File: src/rtl/cfglock_pkg.sv
package cfglock_pkg;

    typedef enum logic [1:0] {
        SQ_IDLE  = 2'd0,
        SQ_ONE   = 2'd1,
        SQ_ZERO  = 2'd2,
        SQ_ARMED = 2'd3
    } seq_st_e;

endpackage

File: src/rtl/cfglock_seq.sv
module cfglock_seq
    import cfglock_pkg::*;
#(
    parameter int PINS = 16
) (
    input  logic            clk,
    input  logic            rst_n,
    input  logic            wr_acc,
    input  logic            rd_acc,
    input  logic            wkey,
    input  logic [PINS-1:0] wbits,
    input  logic            key_active,
    output logic            set_key
);

    typedef struct packed {
        seq_st_e         st;
        logic [PINS-1:0] cap;
    } seq_t;

    seq_t s_d, s_q;

    always_comb begin
        s_d     = s_q;
        set_key = 1'b0;
        if (key_active) begin
            s_d.st = SQ_IDLE;
        end else begin
            unique case (s_q.st)
                SQ_IDLE: begin
                    if (wr_acc && wkey) begin
                        s_d.st  = SQ_ONE;
                        s_d.cap = wbits;
                    end
                end
                SQ_ONE: begin
                    if (wr_acc) begin
                        s_d.st = (!wkey && wbits == s_q.cap) ? SQ_ZERO : SQ_IDLE;
                    end else if (rd_acc) begin
                        s_d.st = SQ_IDLE;
                    end
                end
                SQ_ZERO: begin
                    if (wr_acc) begin
                        s_d.st = (wkey && wbits == s_q.cap) ? SQ_ARMED : SQ_IDLE;
                    end else if (rd_acc) begin
                        s_d.st = SQ_IDLE;
                    end
                end
                SQ_ARMED: begin
                    if (wr_acc) begin
                        s_d.st = SQ_IDLE;
                    end else if (rd_acc) begin
                        s_d.st  = SQ_IDLE;
                        set_key = 1'b1;
                    end
                end
                default: s_d.st = SQ_IDLE;
            endcase
        end
    end

    always_ff @(posedge clk or negedge rst_n) begin
        if (!rst_n) begin
            s_q.st  <= SQ_IDLE;
            s_q.cap <= '0;
        end else begin
            s_q <= s_d;
        end
    end

    // once locked the pattern machine rests in idle
    a_r9_idle_when_locked: assert property (@(posedge clk) disable iff (!rst_n)
        key_active |=> s_q.st == SQ_IDLE);

    // no selected access, no state movement (while unlocked)
    a_r8_hold_unselected: assert property (@(posedge clk) disable iff (!rst_n)
        (!wr_acc && !rd_acc && !key_active) |=> $stable(s_q.st));

    // a read outside the armed state never arms the key
    a_r7_read_no_arm: assert property (@(posedge clk) disable iff (!rst_n)
        (rd_acc && s_q.st != SQ_ARMED) |-> !set_key);

endmodule

File: src/rtl/cfglock_store.sv
module cfglock_store #(
    parameter int PINS = 16,
    parameter int DW   = 32
) (
    input  logic            clk,
    input  logic            rst_n,
    input  logic            wr_acc,
    input  logic            rd_acc,
    input  logic [PINS-1:0] wbits,
    input  logic            set_key,
    output logic            key_q,
    output logic [PINS-1:0] bits_q,
    output logic [DW-1:0]   rdata_q
);

    localparam int KEY_POS = PINS;
    localparam int RSV_W   = DW - PINS - 1;

    logic            key_d;
    logic [PINS-1:0] bits_d;
    logic [DW-1:0]   rdata_d;
    logic [DW-1:0]   word;

    always_comb begin
        word          = '0;
        word[PINS-1:0] = bits_q;
        word[KEY_POS] = key_q;

        key_d   = key_q | set_key;
        bits_d  = (wr_acc && !key_q) ? wbits : bits_q;
        rdata_d = rd_acc ? word : rdata_q;
    end

    always_ff @(posedge clk or negedge rst_n) begin
        if (!rst_n) begin
            key_q   <= 1'b0;
            bits_q  <= '0;
            rdata_q <= '0;
        end else begin
            key_q   <= key_d;
            bits_q  <= bits_d;
            rdata_q <= rdata_d;
        end
    end

    // key is sticky
    a_r9_key_sticky: assert property (@(posedge clk) disable iff (!rst_n)
        key_q |=> key_q);

    // key rises only right after a selected read
    a_r4_key_on_read: assert property (@(posedge clk) disable iff (!rst_n)
        $rose(key_q) |-> $past(rd_acc));

    // pin bits frozen while locked
    a_r9_bits_frozen: assert property (@(posedge clk) disable iff (!rst_n)
        key_q |=> $stable(bits_q));

    // reserved bits always read zero
    a_r2_reserved_zero: assert property (@(posedge clk) disable iff (!rst_n)
        rdata_q[DW-1:KEY_POS+1] == '0);

    initial begin
        a_r2_width_ok: assert (RSV_W >= 1);
    end

endmodule

File: src/rtl/cfglock_top.sv
module cfglock_top #(
    parameter int PINS = 16,
    parameter int DW   = 32
) (
    input  logic          clk,
    input  logic          rst_n,
    input  logic          sel,
    input  logic          wr_en,
    input  logic          rd_en,
    input  logic [31:0]   wdata,
    output logic [31:0]   rdata,
    output logic [15:0]   lock_mask
);

    localparam int KEY_POS = PINS;

    logic            wr_acc, rd_acc, set_key, key_q;
    logic [PINS-1:0] bits_q;
    logic [DW-1:0]   rdata_q;

    assign wr_acc = sel && wr_en;
    assign rd_acc = sel && rd_en && !wr_en;

    cfglock_seq #(.PINS(PINS)) u_seq (
        .clk        (clk),
        .rst_n      (rst_n),
        .wr_acc     (wr_acc),
        .rd_acc     (rd_acc),
        .wkey       (wdata[KEY_POS]),
        .wbits      (wdata[PINS-1:0]),
        .key_active (key_q),
        .set_key    (set_key)
    );

    cfglock_store #(.PINS(PINS), .DW(DW)) u_store (
        .clk     (clk),
        .rst_n   (rst_n),
        .wr_acc  (wr_acc),
        .rd_acc  (rd_acc),
        .wbits   (wdata[PINS-1:0]),
        .set_key (set_key),
        .key_q   (key_q),
        .bits_q  (bits_q),
        .rdata_q (rdata_q)
    );

    assign rdata     = rdata_q;
    assign lock_mask = key_q ? bits_q : '0;

    // mask stays dark until the read-back shows the key
    a_r3_mask_dark: assert property (@(posedge clk) disable iff (!rst_n)
        (rdata[KEY_POS] == 1'b0 && $past(rd_acc) && !key_q) |-> lock_mask == '0);

    // mask holds once locked
    a_r9_mask_hold: assert property (@(posedge clk) disable iff (!rst_n)
        (key_q && $past(key_q)) |-> $stable(lock_mask));

endmodule

File: config.mk
export PLATFORM = sky130hd
export DESIGN_NAME = cfglock_top
export DESIGN_NICKNAME = d
export VERILOG_FILES = /design/src/rtl/cfglock_pkg.sv /design/src/rtl/cfglock_seq.sv /design/src/rtl/cfglock_store.sv /design/src/rtl/cfglock_top.sv
export SDC_FILE = /design/constraint.sdc
export NUM_CORES = 1
export LEC_CHECK = 0
export BUFFER_PORTS_ARGS = -buffer_cell sky130_fd_sc_hd__buf_2
export CAP_MARGIN = 20
export CORE_MARGIN = 10
export CORE_UTILIZATION = 53
export DETAILED_ROUTE_END_ITERATION = 12
export HOLD_SLACK_MARGIN = 0.12
export PLACE_DENSITY = 0.95
export SLEW_MARGIN = 20
export SYNTH_ARGS = -nofsm -noshare
export SYNTH_HDL_FRONTEND = slang
export SYNTH_SLANG_ARGS = --single-unit
File: constraint.sdc
create_clock -name clk -period 3 [get_ports clk]
set_clock_uncertainty 0.1 [all_clocks]
set_input_delay 0.3 -clock clk [delete_from_list [all_inputs] [get_ports clk]]
set_output_delay 0.3 -clock clk [all_outputs]
set_load 0.01 [all_outputs]
==> summary.md <==
| Metric | Value |
|---|---|
| Dominant cell type by area after synthesis | dfrtp_1 |
| Via count | 1493 |
| Largest stage delay, worst path | 0.55 ns |
| Critical path endpoint | u_seq.s_q[17]$_DFFE_PN0P_ |
| Vias in the first global route | between 1500 and 2000 |
| Area grow syn2layout | 15.5% |
| H-Tree Depth | 2 |
| Worst path cell trace | dlygate4sd3_1, buf_2, nand3b_1, buf_4, nor2b_1, o21ai_0, a31oi_1, dlygate4sd3_1 |
| Gr usage total | 0.128 |
| Setup TNS | 0 ns |
| Cell mode on critical path | dlygate4sd3_1 |
| Share of layout cells above drive strength 1 | 0.490 |
| Clock tree buffer depth | 2 |
| Hold Crit Class | input port to flop |
| Largest net degree at the start of global routing | 53 |
| Routed WL | 4870 um |
| Hold path cells | 2 |
| Final hold violations | 0 |
| Reg2reg setup slack | roughly 0.97 ns |
| Max-cap viol count | 0 |
| Post-route DRC | 0 |
| Synth area leaders | dfrtp_1 (53%), mux2_2 (18%), mux2_4 (6.1%) |
| Clock slew at reported path FFs | 0.09 ns |
| Clock root buffer | clkbuf_8 |
| Die Area | 7740 um^2 |
| GR Overflow Total | 0 |
| Top cell type's share of synthesized area | 0.532 |
| Num CTS Buffers | 5 |
| Fin crit period | 2.54 ns |
| Outcome | finished clean |
| Worst slew pin tran | between 0.6 and 0.7 ns |
| Max VDD drop | 0.000361 V |
| Final period utilization | 0.847 |
| Drt wl/cell | 16.7 um |
| Seq cells post-synth | 52 |
| CP required | between 3 and 4 ns |
| Antenna violations before repair | 0 |
| Synthesized instance count | 178 |
| GR Layer Usage met3 | 0.0436 |
| Starting DRT DRC Count | 34 |
| CP Launch Type | input port |
| Initial Util | 0.554 |
| Met2 GRT Util | 0.219 |
| Worst setup startpoint | sel |
| Syn avg cell area | ~14 um^2 |
| Final weighted congestion in routability-driven placement | 0.763 |
| Fillers | about 360 |
| Row cnt | 24 |
| Clk_lat worst skew | 0.30 ns |
| Cell area after synthesis | around 2400 um^2 |
| Buffers on Ports | 54 |
| Max Slew Vio Count | 0 |
| Final #Nets | 275 |
| TritonCTS clock tree | done |
| Critical R2R Capture | u_seq.s_q[13]$_DFFE_PN0P_ |
| Ys Warns | 0 |
| Max transition margin | 0.567 |
| Peak Freq | 0.393 GHz |
| First-pass GRT wire length | 7900 um |
| CP max FO | 12 |
| DP Wirelength | 3510 um |
| FF-to-FF Start | u_seq.s_q[16]$_DFFE_PN0P_ |
| Drt pass-1 iters | 4 |
| Die width | approximately 88 um |
| Via density | a little over 5 |
| Worst setup EP type | flop |
| Post-CTS setup buffers | 0 |
| RSZ-0062 raised after global routing | no |
| Cts-stage hold buffer count | 3 |
| Final setup violating endpoints | 0 |
| Slowest cell on the critical path | dlygate4sd3_1 |
| Post-CTS sizing | 0 |
| GRT Max-Usage Layer | met2 |
| Critical path type | input port to flop |
| Pwr Density | 639 nW/um^2 |
| Sequential fraction of the synthesis area | 0.532 |
| Antenna Nets Post-Route | 0 |
| Core area | between 4000 and 5000 um^2 |
| CP arrival | roughly 2.7 ns |
| I/O pin total | 85 |
| Worst-case reg-to-reg path depth | 4 |
| Ant diodes | 0 |
| Final Core Density | 0.640 |
| Die height | 88.0 um |
| Synth unique cells | 28 |
| Clock Sink Count | 52 |
| Pleak | 1.38 nW |
| Met1 Resource Use GR | 0.148 |
## final cells by class
class                   count  area (um^2)  share of cell area
well taps                  52         65.1              0.0230
clock buffers               6         82.6              0.0292
repair buffers             61          333               0.118
clock inverters             2         10.0             0.00354
multi-input cells         118         1030               0.366
flip-flops and latches     52         1300               0.460
## worst max-delay path, delay by kind of cell
| family | cells | cell delay [ns] |
|---|---|---|
| buf+inv | 4 | 1.55 |
| compound gates | 2 | 0.25 |
| simple gates | 2 | 0.59 |
## how the worst min path moves through the flow
stage	slack, ns	start	end
6_report	0.17	wdata[14]	u_store.bits_q[14]$_DFFE_PN0P_
5_1_grt	0.17	wdata[12]	u_seq.s_q[12]$_DFFE_PN0P_
4_1_cts	0.17	wdata[14]	u_store.bits_q[14]$_DFFE_PN0P_
3_5_place_dp	0.27	rst_n	u_store.rdata_q[3]$_DFFE_PN0P_
3_3_place_gp	0.38	u_store.rdata_q[3]$_DFFE_PN0P_	u_store.rdata_q[3]$_DFFE_PN0P_
2_1_floorplan	-0.1	rst_n	u_seq.s_q[0]$_DFFE_PN0P_
## sequential cells by signal, indices dropped and copies added (netlist names)
name	flops
u_store.bits_q	16
u_seq.s_q	18
u_store.key_q	1
u_store.rdata_q	17
## placed cells by master, fill, tap and decap left out, types with 2 or more instances in the layout
cell type,count
and2_1,16
buf_2,53
buf_4,5
clkbuf_8,6
clkinv_2,2
conb_1,15
dfrtp_1,52
dlygate4sd3_1,3
mux2_2,39
mux2_4,10
nor2_1,2
nor2b_1,2
nor4_1,4
xor2_1,16
## kinds of logic (layout without fill, tap and decap cells)
logic type / Yosys count / after routing / share of synthesized area
AOI/OAI and AO/OA: 6 / 6 / 0.0169
buffers and inverters: 22 / 69 / 0.0670
xor gates and xnor gates: 16 / 16 / 0.0573
and+or+nand+nor: 32 / 32 / 0.0849
muxes: 49 / 49 / 0.241
other: 1 / 15 / 0.00153
DFF: 52 / 52 / 0.532
## stage by stage
step | total power [W] | setup WS (ns) | cell area, um^2 | std cells | hold slack (ns)
4_1_cts | 0.00183 | 0.529 | 2830 | 291 | 0.166
2_1_floorplan | 0.00127 | 1.21 | 2500 | 192 | -0.0956
3_3_place_gp | 0.00140 | 0.951 | 2700 | 280 | 0.381
5_1_grt | 0.00191 | 0.377 | 2830 | 291 | 0.174
6_report | 0.00180 | 0.458 | 2830 | 291 | 0.168
3_5_place_dp | 0.00142 | 0.911 | 2700 | 280 | 0.272
## layer usage
layer / up-vias / part of all wire
met1: 743 / 0.41
li1: 700 / -
met3: 4 / 0.078
met4: 0 / 0.0076
met2: 46 / 0.51
met5: - / 0
## cell usage after synthesis
master	n
a31oi_1	1
a32oi_1	1
and2_1	16
buf_12	1
buf_2	1
buf_4	15
buf_6	1
clkbuf_1	4
conb_1	1
dfrtp_1	52
mux2_2	39
mux2_4	10
nand2_1	1
nand2_2	1
nand3_1	1
nand3b_1	1
nand4_1	1
nor2_1	2
nor2b_1	2
nor3b_4	1
nor4_1	4
nor4b_1	1
o21a_1	1
o21ai_0	1
o21bai_1	1
o22ai_1	1
or2_0	1
xor2_1	16
## power breakdown
part           leakage [nW]  total, W  switching, W  internal [W]
registers             0.623  0.000958     0.0000932      0.000864
logic                 0.708  0.000443      0.000192      0.000252
clock network        0.0510  0.000404      0.000219      0.000185
Power figures use the tool's default switching activity.
